==> config.mk <==
export PLATFORM = sky130hd
export DESIGN_NAME = pvio_ctrl_regs
export DESIGN_NICKNAME = d
export VERILOG_FILES = /design/src/rtl/pvr_pkg.sv /design/src/rtl/pvr_decode.sv /design/src/rtl/pvr_queue_bank.sv /design/src/rtl/pvr_isr.sv /design/src/rtl/pvio_ctrl_regs.sv
export SDC_FILE = /design/constraint.sdc
export NUM_CORES = 1
export LEC_CHECK = 0
export ABC_AREA = 1
export BUFFER_PORTS_ARGS = -buffer_cell sky130_fd_sc_hd__buf_2
export CAP_MARGIN = 15
export CORE_AREA = 2 2 216 218
export DETAILED_ROUTE_END_ITERATION = 16
export DIE_AREA = 0 0 218 220
export GPL_TIMING_DRIVEN = 0
export PLACE_DENSITY = 0.63
export SLEW_MARGIN = 0
export SYNTH_ARGS = -nofsm -noshare
export SYNTH_HDL_FRONTEND = slang
export SYNTH_SLANG_ARGS = --single-unit
export TNS_END_PERCENT = 5
==> constraint.sdc <==
create_clock -name clk -period 5.6 [get_ports clk]
set_clock_uncertainty 0.1 [all_clocks]
set_input_delay 0.84 -clock clk [delete_from_list [all_inputs] [get_ports clk]]
set_output_delay 0.84 -clock clk [all_outputs]
set_load 0.03 [all_outputs]
==> src/rtl/pvr_pkg.sv <==
package pvr_pkg;
  localparam int OFF_HFEAT = 0;
  localparam int OFF_GFEAT = 4;
  localparam int OFF_PFN   = 8;
  localparam int OFF_QSZ   = 12;
  localparam int OFF_QSEL  = 14;
  localparam int OFF_NTFY  = 16;
  localparam int OFF_STAT  = 18;
  localparam int OFF_ISR   = 19;
  localparam int OFF_CVEC  = 20;
  localparam int OFF_QVEC  = 22;
  localparam int HDR_PLAIN = 20;
  localparam int HDR_MSIX  = 24;
  localparam int PFN_SHIFT = 12;
  localparam int BIT_NOTIFY_EMPTY = 24;
  localparam int BIT_INDIRECT     = 28;
  localparam int BIT_BADFEAT      = 30;
  localparam logic [15:0] NO_VEC  = 16'hFFFF;

  typedef enum logic [3:0] {
    RG_NONE, RG_HFEAT, RG_GFEAT, RG_PFN, RG_QSZ, RG_QSEL,
    RG_NTFY, RG_STAT, RG_ISR, RG_CVEC, RG_QVEC
  } reg_id_e;
endpackage

==> src/rtl/pvr_decode.sv <==
module pvr_decode
  import pvr_pkg::*;
#(
  parameter int AW = 8
) (
  input  logic [AW-1:0] addr,
  input  logic          msix_en,
  output reg_id_e       reg_id,
  output logic          is_dev,
  output logic [AW-1:0] dev_off
);
  logic [AW-1:0] hdr_len;

  always_comb begin
    hdr_len = msix_en ? AW'(HDR_MSIX) : AW'(HDR_PLAIN);
    is_dev  = (addr >= hdr_len);
    dev_off = addr - hdr_len;
    reg_id  = RG_NONE;
    if (!is_dev) begin
      case (int'(addr))
        OFF_HFEAT: reg_id = RG_HFEAT;
        OFF_GFEAT: reg_id = RG_GFEAT;
        OFF_PFN:   reg_id = RG_PFN;
        OFF_QSZ:   reg_id = RG_QSZ;
        OFF_QSEL:  reg_id = RG_QSEL;
        OFF_NTFY:  reg_id = RG_NTFY;
        OFF_STAT:  reg_id = RG_STAT;
        OFF_ISR:   reg_id = RG_ISR;
        OFF_CVEC:  reg_id = RG_CVEC;
        OFF_QVEC:  reg_id = RG_QVEC;
        default:   reg_id = RG_NONE;
      endcase
    end
  end
endmodule

==> src/rtl/pvr_queue_bank.sv <==
module pvr_queue_bank
  import pvr_pkg::*;
#(
  parameter int NQ  = 4,
  parameter int RAW = 32 + PFN_SHIFT,
  localparam int IW = (NQ > 1) ? $clog2(NQ) : 1
) (
  input  logic              clk,
  input  logic              rst_n,
  input  logic              clr,
  input  logic              sel_we,
  input  logic [15:0]       sel_val,
  input  logic              pfn_we,
  input  logic [31:0]       pfn_val,
  input  logic              vec_we,
  input  logic [15:0]       vec_val,
  input  logic              sz_we,
  input  logic [IW-1:0]     sz_idx,
  input  logic [15:0]       sz_val,
  output logic [15:0]       sel_out,
  output logic [31:0]       sel_pfn,
  output logic [15:0]       sel_size,
  output logic [15:0]       sel_vec,
  output logic [NQ*16-1:0]  qvec_flat,
  output logic [NQ*RAW-1:0] ring_addr_flat
);
  logic [IW-1:0] sel;
  logic [31:0]   pfn_a  [NQ];
  logic [15:0]   vec_a  [NQ];
  logic [15:0]   size_a [NQ];

  always_ff @(posedge clk) begin
    if (!rst_n || clr)
      sel <= '0;
    else if (sel_we && (sel_val < 16'(NQ)))
      sel <= sel_val[IW-1:0];
  end

  for (genvar q = 0; q < NQ; q++) begin : g_q
    always_ff @(posedge clk) begin
      if (!rst_n || clr) begin
        pfn_a[q] <= '0;
        vec_a[q] <= NO_VEC;
      end else if (sel == IW'(q)) begin
        if (pfn_we) pfn_a[q] <= pfn_val;
        if (vec_we) vec_a[q] <= vec_val;
      end
    end
    always_ff @(posedge clk) begin
      if (!rst_n)
        size_a[q] <= '0;
      else if (sz_we && sz_idx == IW'(q))
        size_a[q] <= sz_val;
    end
    assign qvec_flat[q*16 +: 16]       = vec_a[q];
    assign ring_addr_flat[q*RAW +: RAW] = RAW'({pfn_a[q], {PFN_SHIFT{1'b0}}});
  end

  assign sel_out  = 16'(sel);
  assign sel_pfn  = pfn_a[sel];
  assign sel_size = size_a[sel];
  assign sel_vec  = vec_a[sel];
endmodule

==> src/rtl/pvr_isr.sv <==
module pvr_isr (
  input  logic       clk,
  input  logic       rst_n,
  input  logic       clr,
  input  logic       rd_clr,
  input  logic [7:0] set,
  input  logic       msix_en,
  output logic [7:0] isr,
  output logic       irq_line
);
  always_ff @(posedge clk) begin
    if (!rst_n || clr)
      isr <= '0;
    else if (rd_clr)
      isr <= set;
    else
      isr <= isr | set;
  end

  assign irq_line = !msix_en && isr[0];
endmodule

==> src/rtl/pvio_ctrl_regs.sv <==
module pvio_ctrl_regs
  import pvr_pkg::*;
#(
  parameter int NQ   = 4,
  parameter int NVEC = 8,
  parameter int AW   = 8,
  localparam int IW  = (NQ > 1) ? $clog2(NQ) : 1,
  localparam int RAW = 32 + PFN_SHIFT
) (
  input  logic              clk,
  input  logic              rst_n,
  input  logic              acc_valid,
  input  logic              acc_write,
  input  logic [AW-1:0]     acc_addr,
  input  logic [1:0]        acc_size,
  input  logic [31:0]       acc_wdata,
  output logic              rd_valid,
  output logic [31:0]       rd_data,
  output logic              dcfg_valid,
  output logic              dcfg_write,
  output logic [AW-1:0]     dcfg_addr,
  output logic [1:0]        dcfg_size,
  output logic [31:0]       dcfg_wdata,
  input  logic [31:0]       dcfg_rdata,
  input  logic              msix_en,
  input  logic [31:0]       dev_features,
  input  logic              fallback_valid,
  input  logic [31:0]       fallback_features,
  input  logic [7:0]        irq_set,
  input  logic              core_sz_we,
  input  logic [IW-1:0]     core_sz_idx,
  input  logic [15:0]       core_sz_val,
  output logic              irq_line,
  output logic              dev_reset,
  output logic              notify_valid,
  output logic [15:0]       notify_idx,
  output logic [31:0]       guest_features,
  output logic [7:0]        dev_status,
  output logic [15:0]       cfg_vec,
  output logic [NQ*16-1:0]  qvec_flat,
  output logic [NQ*RAW-1:0] ring_addr_flat
);
  reg_id_e       reg_id;
  logic          is_dev;
  logic [AW-1:0] dev_off;
  logic          hw, hr, soft_clr, vec_ok;
  logic [15:0]   vec_wr, sel16, sel_size, sel_vec;
  logic [31:0]   sel_pfn, rd_mux, gf_next, host_feat;
  logic [7:0]    isr;

  pvr_decode #(.AW(AW)) u_dec (
    .addr(acc_addr), .msix_en(msix_en),
    .reg_id(reg_id), .is_dev(is_dev), .dev_off(dev_off)
  );

  assign hw = acc_valid && acc_write && !is_dev;
  assign hr = acc_valid && !acc_write && !is_dev;

  assign soft_clr = hw && (((reg_id == RG_PFN) && (acc_wdata == 32'd0)) ||
                           ((reg_id == RG_STAT) && (acc_wdata[7:0] == 8'd0)));

  assign vec_ok = acc_wdata[15:0] < 16'(NVEC);
  assign vec_wr = vec_ok ? acc_wdata[15:0] : NO_VEC;

  pvr_queue_bank #(.NQ(NQ), .RAW(RAW)) u_qb (
    .clk(clk), .rst_n(rst_n), .clr(soft_clr),
    .sel_we(hw && reg_id == RG_QSEL), .sel_val(acc_wdata[15:0]),
    .pfn_we(hw && reg_id == RG_PFN && acc_wdata != 32'd0), .pfn_val(acc_wdata),
    .vec_we(hw && reg_id == RG_QVEC), .vec_val(vec_wr),
    .sz_we(core_sz_we), .sz_idx(core_sz_idx), .sz_val(core_sz_val),
    .sel_out(sel16), .sel_pfn(sel_pfn), .sel_size(sel_size), .sel_vec(sel_vec),
    .qvec_flat(qvec_flat), .ring_addr_flat(ring_addr_flat)
  );

  pvr_isr u_isr (
    .clk(clk), .rst_n(rst_n), .clr(soft_clr),
    .rd_clr(hr && reg_id == RG_ISR), .set(irq_set), .msix_en(msix_en),
    .isr(isr), .irq_line(irq_line)
  );

  always_comb begin
    host_feat = dev_features;
    host_feat[BIT_NOTIFY_EMPTY] = 1'b1;
    host_feat[BIT_INDIRECT]     = 1'b1;
    host_feat[BIT_BADFEAT]      = 1'b1;
    if (acc_wdata[BIT_BADFEAT])
      gf_next = fallback_valid ? fallback_features : 32'd0;
    else
      gf_next = acc_wdata;
  end

  always_ff @(posedge clk) begin
    if (!rst_n || soft_clr) begin
      guest_features <= '0;
      dev_status     <= '0;
      cfg_vec        <= NO_VEC;
    end else if (hw) begin
      if (reg_id == RG_GFEAT) guest_features <= gf_next;
      if (reg_id == RG_STAT)  dev_status     <= acc_wdata[7:0];
      if (reg_id == RG_CVEC)  cfg_vec        <= vec_wr;
    end
  end

  always_comb begin
    case (reg_id)
      RG_HFEAT: rd_mux = host_feat;
      RG_GFEAT: rd_mux = guest_features;
      RG_PFN:   rd_mux = sel_pfn;
      RG_QSZ:   rd_mux = {16'd0, sel_size};
      RG_QSEL:  rd_mux = {16'd0, sel16};
      RG_STAT:  rd_mux = {24'd0, dev_status};
      RG_ISR:   rd_mux = {24'd0, isr};
      RG_CVEC:  rd_mux = {16'd0, cfg_vec};
      RG_QVEC:  rd_mux = {16'd0, sel_vec};
      default:  rd_mux = 32'hFFFF_FFFF;
    endcase
  end

  always_ff @(posedge clk) begin
    if (!rst_n) begin
      rd_valid     <= 1'b0;
      rd_data      <= '0;
      dev_reset    <= 1'b0;
      notify_valid <= 1'b0;
      notify_idx   <= '0;
    end else begin
      rd_valid     <= acc_valid && !acc_write;
      if (acc_valid && !acc_write)
        rd_data <= is_dev ? dcfg_rdata : rd_mux;
      dev_reset    <= soft_clr;
      notify_valid <= hw && reg_id == RG_NTFY;
      if (hw && reg_id == RG_NTFY)
        notify_idx <= acc_wdata[15:0];
    end
  end

  assign dcfg_valid = acc_valid && is_dev;
  assign dcfg_write = acc_write;
  assign dcfg_addr  = dev_off;
  assign dcfg_size  = acc_size;
  assign dcfg_wdata = acc_wdata;
endmodule

==> results.md <==
- Vias per cell: 5.48
- Syn Area/Cell: approximately 8.6 sq um
- Final setup margin: around 0.73 ns
- Max FO, Critical Path: 32
- Asr flop ratio synth: 0
- Placed insts: ~3,300
- Sequential cell area: 0.0101 sq mm
- Worst R2R End: rd_data[13]
- Placement Rows: 79
- Clk pin slew, worst setup/hold paths: 0.06 ns
- Post-synth EDFFs: 256
- Max IR drop VDD: around 200 uV
- Core ar.: between 0.04 and 0.05 sq mm
- Most frequent cells in the layout: buf_2, nor2_1, nand2_1
- Power Dens Cells: roughly 290 mW/mm^2
- Worst Setup End Kind: flop
- Clk pwr share: 0.424
- Commonest non-fill, non-tap cell in the layout: buf_2
- Fillers: around 4,400
- Initial Util: 0.402
- TritonCTS Buffers: 42
- Hold Path Depth: 2
- Largest net degree at the start of global routing: 33
- Initial antenna violation count: 2
- Reg2Reg Setup Slack: between 1.5 and 2 ns
- Post-route insts no fill: about 3,400
- Number of port buffers: 506
- Max Slew Vio Count: 0
- DRC Markers: 0
- Worst hold path class: reg -> reg
- First-pass GRT wire length: between 100 and 150 mm
- Pleak: 10.1 nW
- Die height: around 220 um
- Slew HR: 0.271
- Drt first-iter violations: roughly 2,100
- Worst Max-Slew Pin Slew: 1.09 ns
- DPL Wire Length: 67.2 mm
- Post-synth top flop: edfxtp_1
- Nets: between 2,000 and 3,000
- CTS root buffer: clkbuf_16
- Multi-input logic area: between 0.006 and 0.007 sq mm
- Setup Buffers After CTS: 0
- CTS tree: done
- Max Freq: just over 200 MHz
- Final Wtd Congestion: 0.974
- Area Overhead vs Synth: 26.7%
- Cell Int Power: roughly 4.9 mW
- CTS resizes: 0
- Status: completed
- ANT nets after route: 0
- WL/cell: around 25 um
- Setup-failing EPs final: 0
- Top Ports: 563
- Vias in the first global route: approximately 17,000
- WP data required: 5.59 ns
- Synth Instances: 2,148
- Minimum clock period: between 4 and 5 ns
- Crit start category: primary input
- H-Tree Depth: 2
- MaxCap Viol Count: 0
- Yosys cell types: 40
- Clock buffer depth: 3
- R2R depth: 11
- CTS sink cnt: ~380
- Sequential power share: 0.464
- Overall global routing resource usage: 0.345
- Drt first pass iters: 6
- Hold EP: rd_data[4]
- Setup tns final: 0 ns
- Drt total wl: approximately 86 mm
- Layout cells sized above 1: 0.277
- Yosys warns: 0
- Part of the cycle the worst path needs: 0.870
- Comb pwr share: 0.112
- Netlist Area Pre-Place: roughly 0.018 sq mm
- Post-synthesis register bit count: around 380
- Final Hold Fails: 0
- Min-delay src: rd_data[4]
- Grt total ovfl: 0
- Switch Pwr: between 1.5 and 2 mW
- Pre-CTS setup slack: roughly 0.23 ns
- Hold-fix buffers, CTS: 0
- Die Width: between 200 and 250 um
- Unrepaired setup endpoints after global routing: no
- Die ar.: 0.0480 sq mm
- Vias: approximately 19,000
- Register area share after synthesis: 0.546
- Critical path class: in -> reg
- CP arrival: ~4.9 ns
- Worst-Skew Late Latency: 0.58 ns
- Sw frac: 0.264
## synth_stat cells (all sizes together), types with 2 or more instances
library cell	instances	area [sq um]
clkinv	2	7.51
inv	93	352
nand2	384	1460
buf	145	1070
o21a	16	120
o21ai	166	831
xor2	3	26.3
o22ai	60	375
nand4	36	225
ha	2	25.0
dfxtp	119	2380
a21oi	115	579
or2	9	56.3
nor4	5	31.3
nand3	154	791
nor2	471	1900
nor3	6	75.1
nand3b	12	90.1
edfxtp	256	7690
clkbuf	89	334
## power groups by stage
stage / clock, mW / combinational [mW] / sequential [mW]
floorplan: 0 / 0.330 / 3.26
global placement: 0 / 0.734 / 3.16
detailed placement: 0 / 0.741 / 3.16
CTS: 2.86 / 0.743 / 3.10
global route: 2.96 / 0.794 / 3.11
finish: 2.84 / 0.751 / 3.11
## worst max-delay path: stages
cell and delay, ns:
buf_2 0.15, inv_2 0.07, ha_1 0.22, fa_1 0.36
inv_1 0.08, nand2_1 0.07, inv_1 0.09, nor2_1 0.05
nand2_1 0.08, buf_2 0.32, nor2_2 0.17, nand3_1 0.12
nand2_1 0.05, nand2_1 0.25, nand2_1 0.26, inv_1 0.25
clkbuf_1 0.59, nand2_2 0.78
## routing by layer
layer / track usage / wire length [um]
met1: 0.452 / 33900
met2: 0.561 / 39900
met3: 0.0738 / 8740
met4: 0.129 / 3420
met5: 0 / 0
## state kept, by name (all words and copies together), names as in the netlist, 2 cells and up, named ones only
signal,flops
u_qb.pfn_a,128
guest_features,32
u_qb.vec_a,64
u_qb.size_a,64
cfg_vec,16
notify_idx,16
dev_status,8
u_qb.sel,2
rd_data,32
u_isr.isr,8
## area by class of cell
type,count,share of cell area
diodes,2,0.000214
inverters,95,0.0154
plain buffers,234,0.0600
flip-flops and latches,375,0.431
multi-input cells,1491,0.291
clock inverters,21,0.0104
clock buffers,56,0.0494
well taps,607,0.0325
repair buffers,508,0.110
## how the worst max path moves through the flow
stage | slack [ns] | from | end
final | 0.73 | acc_addr[2] | u_qb.pfn_a[3][27]
after global placement | -0.22 | acc_addr[2] | u_qb.pfn_a[0][22]
after global routing | 0.46 | acc_addr[2] | u_qb.pfn_a[3][28]
after CTS | 0.83 | acc_addr[2] | u_qb.pfn_a[3][28]
after detailed placement | 0.23 | acc_addr[2] | u_qb.pfn_a[1][24]
after floorplan | 1.63 | acc_addr[2] | u_qb.pfn_a[1][0]
## per-stage QoR
step	utilization	power, mW	hold WS (ns)	cell area, sq um
after floorplan	-	3.59	0.355	18600
after global routing	0.510	6.87	0.375	23400
final	0.510	6.70	0.363	23400
after detailed placement	0.479	3.90	0.348	22000
after CTS	0.510	6.71	0.363	23400
after global placement	0.478	3.90	0.346	21900
## cells by family (layout without fill, tap and decap cells)
kind of cell | count (synthesis) | in the layout | share of synthesized area
DFF | 375 | 375 | 0.546
and+or+nand+nor | 1078 | 1078 | 0.251
AOI/OAI and AO/OA | 359 | 359 | 0.104
other | 1 | 50 | 0.000203
adders and majority gates | 3 | 3 | 0.00244
xor gates and xnor gates | 3 | 3 | 0.00142
buffers and inverters | 329 | 914 | 0.0955
Power figures use the tool's default switching activity.
